### src/rtl/fprf_pkg.sv
package fprf_pkg;
  typedef enum logic {WIDTH_SINGLE = 1'b0, WIDTH_DOUBLE = 1'b1} width_e;

  // A double access must name the even word of its pair.
  function automatic logic pair_ok(input logic wide, input logic sel_lsb);
    return !(wide && sel_lsb);
  endfunction

  // Does an access at base (with given width) cover word slot?
  function automatic logic slot_hit(input logic wide, input int base, input int slot);
    return (slot == base) || (wide && (slot == base + 1));
  endfunction

  // Which half of the 64-bit write bus feeds word slot.
  function automatic logic takes_high(input logic wide, input int slot);
    return wide && ((slot % 2) == 1);
  endfunction
endpackage

### src/rtl/fprf_wr_decode.sv
module fprf_wr_decode
  import fprf_pkg::*;
#(
  parameter int NREG = 32,
  parameter int W    = 32,
  localparam int IW  = $clog2(NREG)
) (
  input  logic                    clk,
  input  logic                    rst,
  input  logic                    wr_en,
  input  logic                    wr_wide,
  input  logic [IW-1:0]           wr_sel,
  input  logic [2*W-1:0]          wr_data,
  output logic [NREG-1:0]         slot_we,
  output logic [NREG-1:0][W-1:0]  slot_wd,
  output logic                    bad
);
  logic legal;
  assign legal = pair_ok(wr_wide, wr_sel[0]);
  assign bad   = wr_en && wr_wide && !legal;

  for (genvar g = 0; g < NREG; g++) begin : g_slot
    assign slot_we[g] = wr_en && legal && slot_hit(wr_wide, int'(wr_sel), g);
    assign slot_wd[g] = takes_high(wr_wide, g) ? wr_data[2*W-1:W] : wr_data[W-1:0];
  end

  // a single-width write enables exactly one word
  p_single_one_slot_r6: assert property (@(posedge clk) disable iff (rst)
    (wr_en && !wr_wide) |-> $onehot(slot_we));
  // a legal double write enables exactly two words
  p_double_two_slots_r2: assert property (@(posedge clk) disable iff (rst)
    (wr_en && wr_wide && !wr_sel[0]) |-> ($countones(slot_we) == 2));
  // no request, no enables
  p_idle_no_enable_r10: assert property (@(posedge clk) disable iff (rst)
    !wr_en |-> (slot_we == '0));
endmodule

### src/rtl/fprf_store.sv
module fprf_store #(
  parameter int NREG = 32,
  parameter int W    = 32
) (
  input  logic                    clk,
  input  logic                    rst,
  input  logic [NREG-1:0]         slot_we,
  input  logic [NREG-1:0][W-1:0]  slot_wd,
  output logic [NREG-1:0][W-1:0]  q
);
  for (genvar g = 0; g < NREG; g++) begin : g_word
    always_ff @(posedge clk) begin
      if (rst)             q[g] <= '0;
      else if (slot_we[g]) q[g] <= slot_wd[g];
    end
  end
endmodule

### src/rtl/fprf_rd_port.sv
module fprf_rd_port
  import fprf_pkg::*;
#(
  parameter int NREG = 32,
  parameter int W    = 32,
  localparam int IW  = $clog2(NREG)
) (
  input  logic                    clk,
  input  logic                    rst,
  input  logic [IW-1:0]           sel,
  input  logic                    wide,
  input  logic [NREG-1:0][W-1:0]  q,
  input  logic [NREG-1:0]         slot_we,
  input  logic [NREG-1:0][W-1:0]  slot_wd,
  output logic [2*W-1:0]          data,
  output logic                    bad
);
  logic [IW-1:0] lo_sel, hi_sel;
  logic [W-1:0]  lo_word, hi_word;

  assign lo_sel  = sel;
  assign hi_sel  = sel | IW'(1);
  // per-word forwarding of a same-cycle write
  assign lo_word = slot_we[lo_sel] ? slot_wd[lo_sel] : q[lo_sel];
  assign hi_word = slot_we[hi_sel] ? slot_wd[hi_sel] : q[hi_sel];
  assign bad     = !pair_ok(wide, sel[0]);

  always_comb begin
    if (bad)       data = '0;
    else if (wide) data = {hi_word, lo_word};
    else           data = {{W{1'b0}}, lo_word};
  end

  // a rejected read drives zeros
  p_bad_read_zero_r5: assert property (@(posedge clk) disable iff (rst)
    bad |-> (data == '0));
  // single read has a zero upper half
  p_single_upper_zero_r1: assert property (@(posedge clk) disable iff (rst)
    !wide |-> (data[2*W-1:W] == '0));
endmodule

### src/rtl/fp_pair_regfile.sv
module fp_pair_regfile #(
  parameter int NREG = 32,
  parameter int W    = 32,
  localparam int IW  = $clog2(NREG)
) (
  input  logic            clk,
  input  logic            rst,
  input  logic            wr_en,
  input  logic            wr_wide,
  input  logic [IW-1:0]   wr_sel,
  input  logic [2*W-1:0]  wr_data,
  output logic            wr_bad,
  input  logic [IW-1:0]   a_sel,
  input  logic            a_wide,
  output logic [2*W-1:0]  a_data,
  output logic            a_bad,
  input  logic [IW-1:0]   b_sel,
  input  logic            b_wide,
  output logic [2*W-1:0]  b_data,
  output logic            b_bad
);
  logic [NREG-1:0]         slot_we;
  logic [NREG-1:0][W-1:0]  slot_wd;
  logic [NREG-1:0][W-1:0]  q;
  logic [1:0][IW-1:0]      rd_sel;
  logic [1:0]              rd_wide, rd_bad;
  logic [1:0][2*W-1:0]     rd_data;

  fprf_wr_decode #(.NREG(NREG), .W(W)) u_dec (
    .clk(clk), .rst(rst), .wr_en(wr_en), .wr_wide(wr_wide), .wr_sel(wr_sel),
    .wr_data(wr_data), .slot_we(slot_we), .slot_wd(slot_wd), .bad(wr_bad));

  fprf_store #(.NREG(NREG), .W(W)) u_store (
    .clk(clk), .rst(rst), .slot_we(slot_we), .slot_wd(slot_wd), .q(q));

  assign rd_sel  = {b_sel, a_sel};
  assign rd_wide = {b_wide, a_wide};

  for (genvar p = 0; p < 2; p++) begin : g_rd
    fprf_rd_port #(.NREG(NREG), .W(W)) u_port (
      .clk(clk), .rst(rst), .sel(rd_sel[p]), .wide(rd_wide[p]), .q(q),
      .slot_we(slot_we), .slot_wd(slot_wd), .data(rd_data[p]), .bad(rd_bad[p]));
  end

  assign a_data = rd_data[0];
  assign a_bad  = rd_bad[0];
  assign b_data = rd_data[1];
  assign b_bad  = rd_bad[1];

  // reset clears every word
  p_reset_clears_r8: assert property (@(posedge clk)
    rst |=> (q == '0));
  // a rejected write leaves storage untouched
  p_bad_write_hold_r4: assert property (@(posedge clk) disable iff (rst)
    wr_bad |=> $stable(q));
  // partner word of a single write is kept
  p_partner_kept_r6: assert property (@(posedge clk) disable iff (rst)
    (wr_en && !wr_wide) |=> (q[$past(wr_sel) ^ IW'(1)] == $past(q[wr_sel ^ IW'(1)])));
  // double write lands low half in even word, high half in odd word
  p_double_order_r2: assert property (@(posedge clk) disable iff (rst)
    (wr_en && wr_wide && !wr_sel[0]) |=>
      ({q[$past(wr_sel) | IW'(1)], q[$past(wr_sel)]} == $past(wr_data)));
  // same-cycle single write is forwarded to port A
  p_forward_a_r7: assert property (@(posedge clk) disable iff (rst)
    (wr_en && !wr_wide && !a_wide && (a_sel == wr_sel)) |->
      (a_data == {{W{1'b0}}, wr_data[W-1:0]}));
  // idle write port keeps storage
  p_idle_hold_r10: assert property (@(posedge clk) disable iff (rst)
    !wr_en |=> $stable(q));
endmodule

### config.mk
export PLATFORM = sky130hd
export DESIGN_NAME = fp_pair_regfile
export DESIGN_NICKNAME = d
export VERILOG_FILES = /design/src/rtl/fprf_pkg.sv /design/src/rtl/fprf_wr_decode.sv /design/src/rtl/fprf_store.sv /design/src/rtl/fprf_rd_port.sv /design/src/rtl/fp_pair_regfile.sv
export SDC_FILE = /design/constraint.sdc
export NUM_CORES = 2
export LEC_CHECK = 0
export BUFFER_PORTS_ARGS = -buffer_cell sky130_fd_sc_hd__buf_2
export CAP_MARGIN = 10
export CORE_AREA = 2 2 300 302
export DETAILED_ROUTE_END_ITERATION = 16
export DIE_AREA = 0 0 302 304
export PLACE_DENSITY = 0.85
export SYNTH_ARGS = -nofsm -noshare
export SYNTH_HDL_FRONTEND = slang
export SYNTH_SLANG_ARGS = --single-unit
### constraint.sdc
create_clock -name clk -period 4.5 [get_ports clk]
set_input_delay 0.45 -clock clk [delete_from_list [all_inputs] [get_ports clk]]
set_output_delay 0.45 -clock clk [all_outputs]
set_load 0.02 [all_outputs]
# Yosys cells after proc, flatten, opt, wreduce, memory -nomap -nowiden
# Cells that the tools add are included.
# Widths: inputs -> output; s select.
[word_totals]
register_bits = 1024
latch_bits = 0
ram_bits = 0
rom_bits = 0
input_bits = 85
output_inout_bits = 131
elab_cells = 237
n_memories = 0
[classes]
add_sub_neg = 1
multipliers = 0
div_mod_pow = 0
order_cmp = 4
n_eq_ne = 62
shift = 0
mux = 33
bitwise = 0
n_reduce_logical = 105
[op_table]
columns = ["op", "n"]
rows = [
  ["$bmux 32 s5", 4],
  ["$bmux 32 s4", 4],
  ["$eq 6x32->1 const A", 16],
  ["$mux 32", 13],
  ["$eq 5x32->1 const A", 8],
  ["$mux 64", 4],
  ["$eq 4x32->1 const A", 4],
  ["$eq 5x5->1 const A", 16],
  ["$logic_and 1x1->1", 70],
  ["$eq 3x32->1 const A", 2],
  ["$eq 4x5->1 const A", 8],
  ["$eq 2x32->1 const A", 1],
  ["$logic_not 32->1", 1],
  ["$logic_or 1x1->1", 32],
  ["$lt 5x6->1 const B", 4],
  ["$eq 3x5->1 const A", 4],
  ["$bmux 1 s5", 2],
  ["$eq 2x5->1 const A", 2],
  ["$bmux 1 s4", 2],
  ["$add 5x1->6 const B", 1],
  ["$eq 1x5->1 const A", 1],
  ["$logic_not 5->1", 1],
  ["$mux 1", 4],
  ["$logic_not 1->1", 1],
]

# Longest topological paths before layout
[depth]
ltp_word = 10
ltp_mapped = 15

# By module
# From an unflattened synthesis, not the netlist that was laid out.
[hier_totals]
cells_unflattened = 7834
hier_area_um2 = 82351.5
[modules_own_cells]
columns = ["mod", "instances", "cells_per_inst", "area_per_inst_um2"]
rows = [
  ["fprf_rd_port", 2, 1704, 18941.9],
  ["fprf_store", 1, 3314, 36165.9],
  ["fprf_wr_decode", 1, 1112, 8301.7],
]

# Least setup slack after synthesis
# No wires, ideal clock.
[synth_timing]
path_type = "in2out"
from = "input wr_sel[1]"
to = "output b_data[32]"
t_arrival_ns = 3.799
required_ns = 4.050
setup_slack_ns = 0.251
path_stages = 14
n_path_buf = 4
path_cell_list = "buf_2 -> buf_2 -> buf_1 -> and3_1 -> ha_1 -> nor3b_1 -> o21ai_2 -> nor2b_1 -> o21a_1 -> or4b_1 -> o211ai_2 -> buf_2 -> nor2_1 -> a211oi_1"
[synth_via]
elab_chain_cells = 10
elab_cells_between_ends = 86
classes_between = "add/sub (1); eq/ne (32); mux (5); reduce/logical (48)"
[synth_rtl]
columns = ["element", "line_no", "source"]
rows = [
  ["from (decl)", "fp_pair_regfile.sv:10", "input logic [IW-1:0] wr_sel,"],
  ["$add 5x1->6", "fprf_pkg.sv:11", "return (slot == base) || (wide && (slot == base + 1));"],
  ["$eq 2x32->1 (tied with other cells)", "fprf_pkg.sv:11", ""],
  ["$logic_and 1x1->1", "fprf_pkg.sv:11", ""],
  ["$logic_or 1x1->1", "fprf_pkg.sv:11", ""],
  ["$logic_and 1x1->1", "fprf_wr_decode.sv:23", "assign slot_we[g] = wr_en && legal && slot_hit(wr_wide, int'(wr_sel), g);"],
  ["$bmux 1 s4 *", "fprf_rd_port.sv:25", "assign hi_word = slot_we[hi_sel] ? slot_wd[hi_sel] : q[hi_sel];"],
  ["$mux 1 (implied by the code) *", "fprf_rd_port.sv:25", ""],
  ["$mux 32 *", "fprf_rd_port.sv:25", ""],
  ["$mux 64 *", "fprf_rd_port.sv:30", "else if (wide) data = {hi_word, lo_word};"],
  ["$mux 64 *", "fprf_rd_port.sv:29", "if (bad) data = '0;"],
  ["to (decl)", "fp_pair_regfile.sv:19", "output logic [2*W-1:0] b_data,"],
]
# Every way passes the cells marked *; elsewhere a longest branch is shown, timed or not. The select of a mux whose other input is x is not followed.

# Worst setup path after layout
[layout_timing]
from = "input wr_sel[2]"
to = "output a_data[4]"
[layout_via]
elab_chain_cells = 10
elab_cells_between_ends = 166
classes_between = "add/sub (1); eq/ne (62); mux (5); reduce/logical (98)"
[layout_rtl]
columns = ["element", "line_no", "source"]
rows = [
  ["$add 5x1->6", "fprf_pkg.sv:11", ""],
  ["$eq 2x32->1 (tied with other cells)", "fprf_pkg.sv:11", ""],
  ["$logic_and 1x1->1", "fprf_pkg.sv:11", ""],
  ["$logic_or 1x1->1", "fprf_pkg.sv:11", ""],
  ["$logic_and 1x1->1", "fprf_wr_decode.sv:23", ""],
  ["$bmux 1 s5 *", "fprf_rd_port.sv:24", "assign lo_word = slot_we[lo_sel] ? slot_wd[lo_sel] : q[lo_sel];"],
  ["$mux 1 (implied by the code) *", "fprf_rd_port.sv:24", ""],
  ["$mux 32 *", "fprf_rd_port.sv:24", ""],
  ["$mux 64 *", "fprf_rd_port.sv:30", ""],
  ["$mux 64 *", "fprf_rd_port.sv:29", ""],
  ["to (decl)", "fp_pair_regfile.sv:15", "output logic [2*W-1:0] a_data,"],
]
# Marked as above.

==> impl_metrics.csv <==
group,metric,value,unit
placement,numPlacedInstances,6929,
global_route,first_global_vias,50700,
synthesis,syn-num-nets,6111,
timing,slew_violations,0,
global_route,grt_pass1_wl,310,mm
cts,cts_sinks,1024,
synthesis,ys_top_cells_by_area,"dfxtp_1 (37%), mux4_2 (19%), a211oi_1 (7.4%), nand2_1 (7.1%), a21oi_1 (6.5%)",
placement,place_congestion,0.978,
layout,finalInstanceArea,0.0613,sq mm
layout,layout.nets,5950,
power,p_clk_share,42.8,%
power,combPwrFrac,12.4,%
setup_path,worst_ep_arrival_time,4.01,ns
synthesis,netlist-cell-type-count,72,
global_route,met3_usage,18.8,%
setup_path,start_kind,"input port",
power,p_leak,0.0206,uW
setup_path,r2r_slack,3.61,ns
synthesis,syn_avg_cell_area,9.21,sq um
setup_path,cp_data_required_time,4.05,ns
power,seqPwrFrac,44.8,%
floorplanning,io_pins,216,
timing,maxSlewHeadroom,10.8,%
synthesis,ys_seq_area_share,37.0,%
floorplanning,start_util,62.3,%
drt,wl_per_cell,29.4,microns
setup_path,end_kind,"primary output",
drt,drtIter0Drc,10500,
global_route,use_met1,55.6,%
timing,rsz0062_at_grt,"false",
synthesis,ys.flop_type,"dfxtp_1",
floorplanning,fp.dieH,304,microns
job,maxCapViolCount,0,
synthesis,syn-cell-area,0.0555,sq mm
layout,largest_register_ffs,1024,
layout,reg_top3,"u_store.q x1024",
global_route,grt.busiest_layer,"met2",
drt,viasPerCell,7.47,
layout,drive_above_1_share,20.7,%
synthesis,async_flop_share,0,%
placement,hpwl,123,mm
power,switching_share,27.4,%
timing,fin_crit,4.46,ns
synthesis,yosysTopAreaCell,"dfxtp_1",
cts,clock_latency,0.73,ns
timing,setup_viol,0,
timing,finalClockSkew,0,ns
drt,drt.antenna.violating_nets,0,
global_route,antenna_found_initial,19,
layout,fin_cells,7130,
cts,cts.clk_slew.worst_paths,0.07,ns
global_route,gr-total-overflow,0,
layout,fin_util,68.8,%
layout,syn_to_final_growth,10.4,%
timing,period_share,99.1,%
cts,holdBufCountCts,0,
cts,clockBufferDepth,3,
power,power_density,337,mW/mm^2
setup_path,cp_max_fo,21,
synthesis,ys_ff_latch,1024,
cts,ctsRootBufferMaster,"clkbuf_16",
synthesis,yosysWarningCount,0,
floorplanning,core,0.0890,sq mm
timing,tightestPinTransition,1.34,ns
timing,finalHoldViolations,0,
min_path,hp-class,"in -> reg",
setup_path,crit_type,"in -> out",
placement,portBuffers,215,
status,status,"finished, final reports clean",
drt,vias,53200,
power,power.switching,5660,uW
cts,cts_buffers,101,
drt,wl,210,mm
global_route,grtUsageTotal,44.6,%
synthesis,syn_inst,6024,
drt,dr.pass1.iters,9,
global_route,gr-usage-met2,62.1,%
floorplanning,rows,110,
layout,top_register,"u_store.q",
floorplanning,dieArea,0.0918,sq mm
timing,worst_hold_slack,0.183,ns
layout,fill_cells,6201,
power,ir_worst_vdd,0.293,mV
cts,cts_tree,"done",
placement,dpl_cell_area,0.0577,sq mm
drt,drc_errors,0,
timing,fin_setup_tns,0,ns
timing,clock.fmax,224,MHz
synthesis,synthDominantCellAreaShare,37.0,%
synthesis,yosysMostFrequentCell,"nand2_1",
floorplanning,die_w,302,microns
global_route,grt_max_degree,125,
cts,h-tree-depth,3,
power,p_int,15000,uW
synthesis,ys_top_cells_by_count,"nand2_1 (1049), dfxtp_1 (1024), a21oi_1 (720)",
synthesis,synth-edff-count,0,
-- logic make-up (layout without fill, tap and decap cells) --
group / Yosys count / count (layout) / synth area share (%)
compound gates: 1582 / 1582 / 17.9
mux: 903 / 903 / 27.2
fa+ha+maj: 2 / 2 / 0.0451
buf+inv: 693 / 608 / 4.90
other cells: 0 / 15 / 0
flops: 1024 / 1024 / 37.0
simple gates: 1816 / 1816 / 12.9
xor+xnor: 4 / 4 / 0.0632
-- worst paths after layout --
| check | start | end | depth (start not counted) |
|---|---|---|---|
| max reg2reg | u_store.q[953]$_SDFFE_PP0P_ | u_store.q[953]$_SDFFE_PP0P_ | 2 |
| max | wr_sel[2] | a_data[4] | 15 |
| min | wr_data[8] | u_store.q[904]$_SDFFE_PP0N_ | 3 |
| min reg2reg | u_store.q[920]$_SDFFE_PP0N_ | u_store.q[920]$_SDFFE_PP0N_ | 2 |
-- critical path, stage by stage --
cell and delay [ns]:
buf_2 0.10, and2_1 0.29, and3_1 0.27, ha_1 0.39, nand4b_1 0.30, a21oi_1 0.13, a21boi_0 0.15, o32a_1 0.33
o211a_1 0.18, nor4_4 0.34, buf_12 0.31, mux2i_1 0.25, o22ai_1 0.10, buf_4 0.24, buf_2 0.16
-- area by class of cell --
cell class | instances | area, sq um | share of cell area, %
multi-input cells | 4307 | 32600 | 53.2
flip-flops and latches | 1024 | 20500 | 33.5
repair buffers | 419 | 3220 | 5.25
clock buffers | 138 | 2870 | 4.68
well taps | 1176 | 1470 | 2.40
clock inverters | 41 | 527 | 0.860
inverters | 10 | 37.5 | 0.0613
diodes | 15 | 37.5 | 0.0613
-- layer usage --
layer	wire length (microns)	part of all wire (%)
met5	428	0.20
met2	85600	41
met1	67900	32
met4	18400	8.8
met3	37500	18
-- metrics by stage --
| step | power (uW) | setup slack (ns) |
|---|---|---|
| 3_5_place_dp | 11800 | -0.0880 |
| 6_report | 20600 | 0.0396 |
| 3_3_place_gp | 11800 | 0.0759 |
| 4_1_cts | 20400 | 0.163 |
| 5_1_grt | 21000 | 0.00598 |
| 2_1_floorplan | 11000 | 0.251 |
-- layout by cell type (no fill, tap or decap), drive strengths merged, types with 3 or more instances in the layout --
cell type | Yosys | final
nand2 | 1049 | 1049
inv | 7 | 9
buf | 134 | 416
o221ai | 98 | 98
a31oi | 4 | 4
nor2b | 3 | 3
nor3 | 52 | 52
a41oi | 3 | 3
clkinvlp | 0 | 6
o211ai | 7 | 7
dfxtp | 1024 | 1024
clkinv | 3 | 27
clkbuf | 549 | 141
mux2 | 102 | 102
a211oi | 549 | 549
o22ai | 99 | 99
nand4 | 11 | 11
and2 | 4 | 4
diode | 0 | 15
nand2b | 4 | 4
nor2 | 639 | 639
a21oi | 720 | 720
xor2 | 4 | 4
nor3b | 4 | 4
o21ai | 76 | 76
mux2i | 326 | 326
or2 | 3 | 3
mux4 | 475 | 475
and4 | 3 | 3
and3 | 9 | 9
nand3 | 16 | 16
nor4 | 5 | 5
and3b | 3 | 3
a221oi | 3 | 3
bufinv | 0 | 9
-- power groups by stage --
stage	clock network, uW	logic (uW)	registers (uW)
6_report	8830	2570	9230
5_1_grt	9120	2610	9240
3_3_place_gp	0	2380	9420
3_5_place_dp	0	2400	9430
4_1_cts	8750	2420	9230
2_1_floorplan	0	1600	9410
-- timing repair --
action                                  CTS  global route
gates resized for setup                   0             2
cloned                                    0             0
buffers inserted                          2             3
endpoints found under the setup margin   19            17
pin swaps                                 1             2
Note: power is estimated with default switching activity, not from simulation.
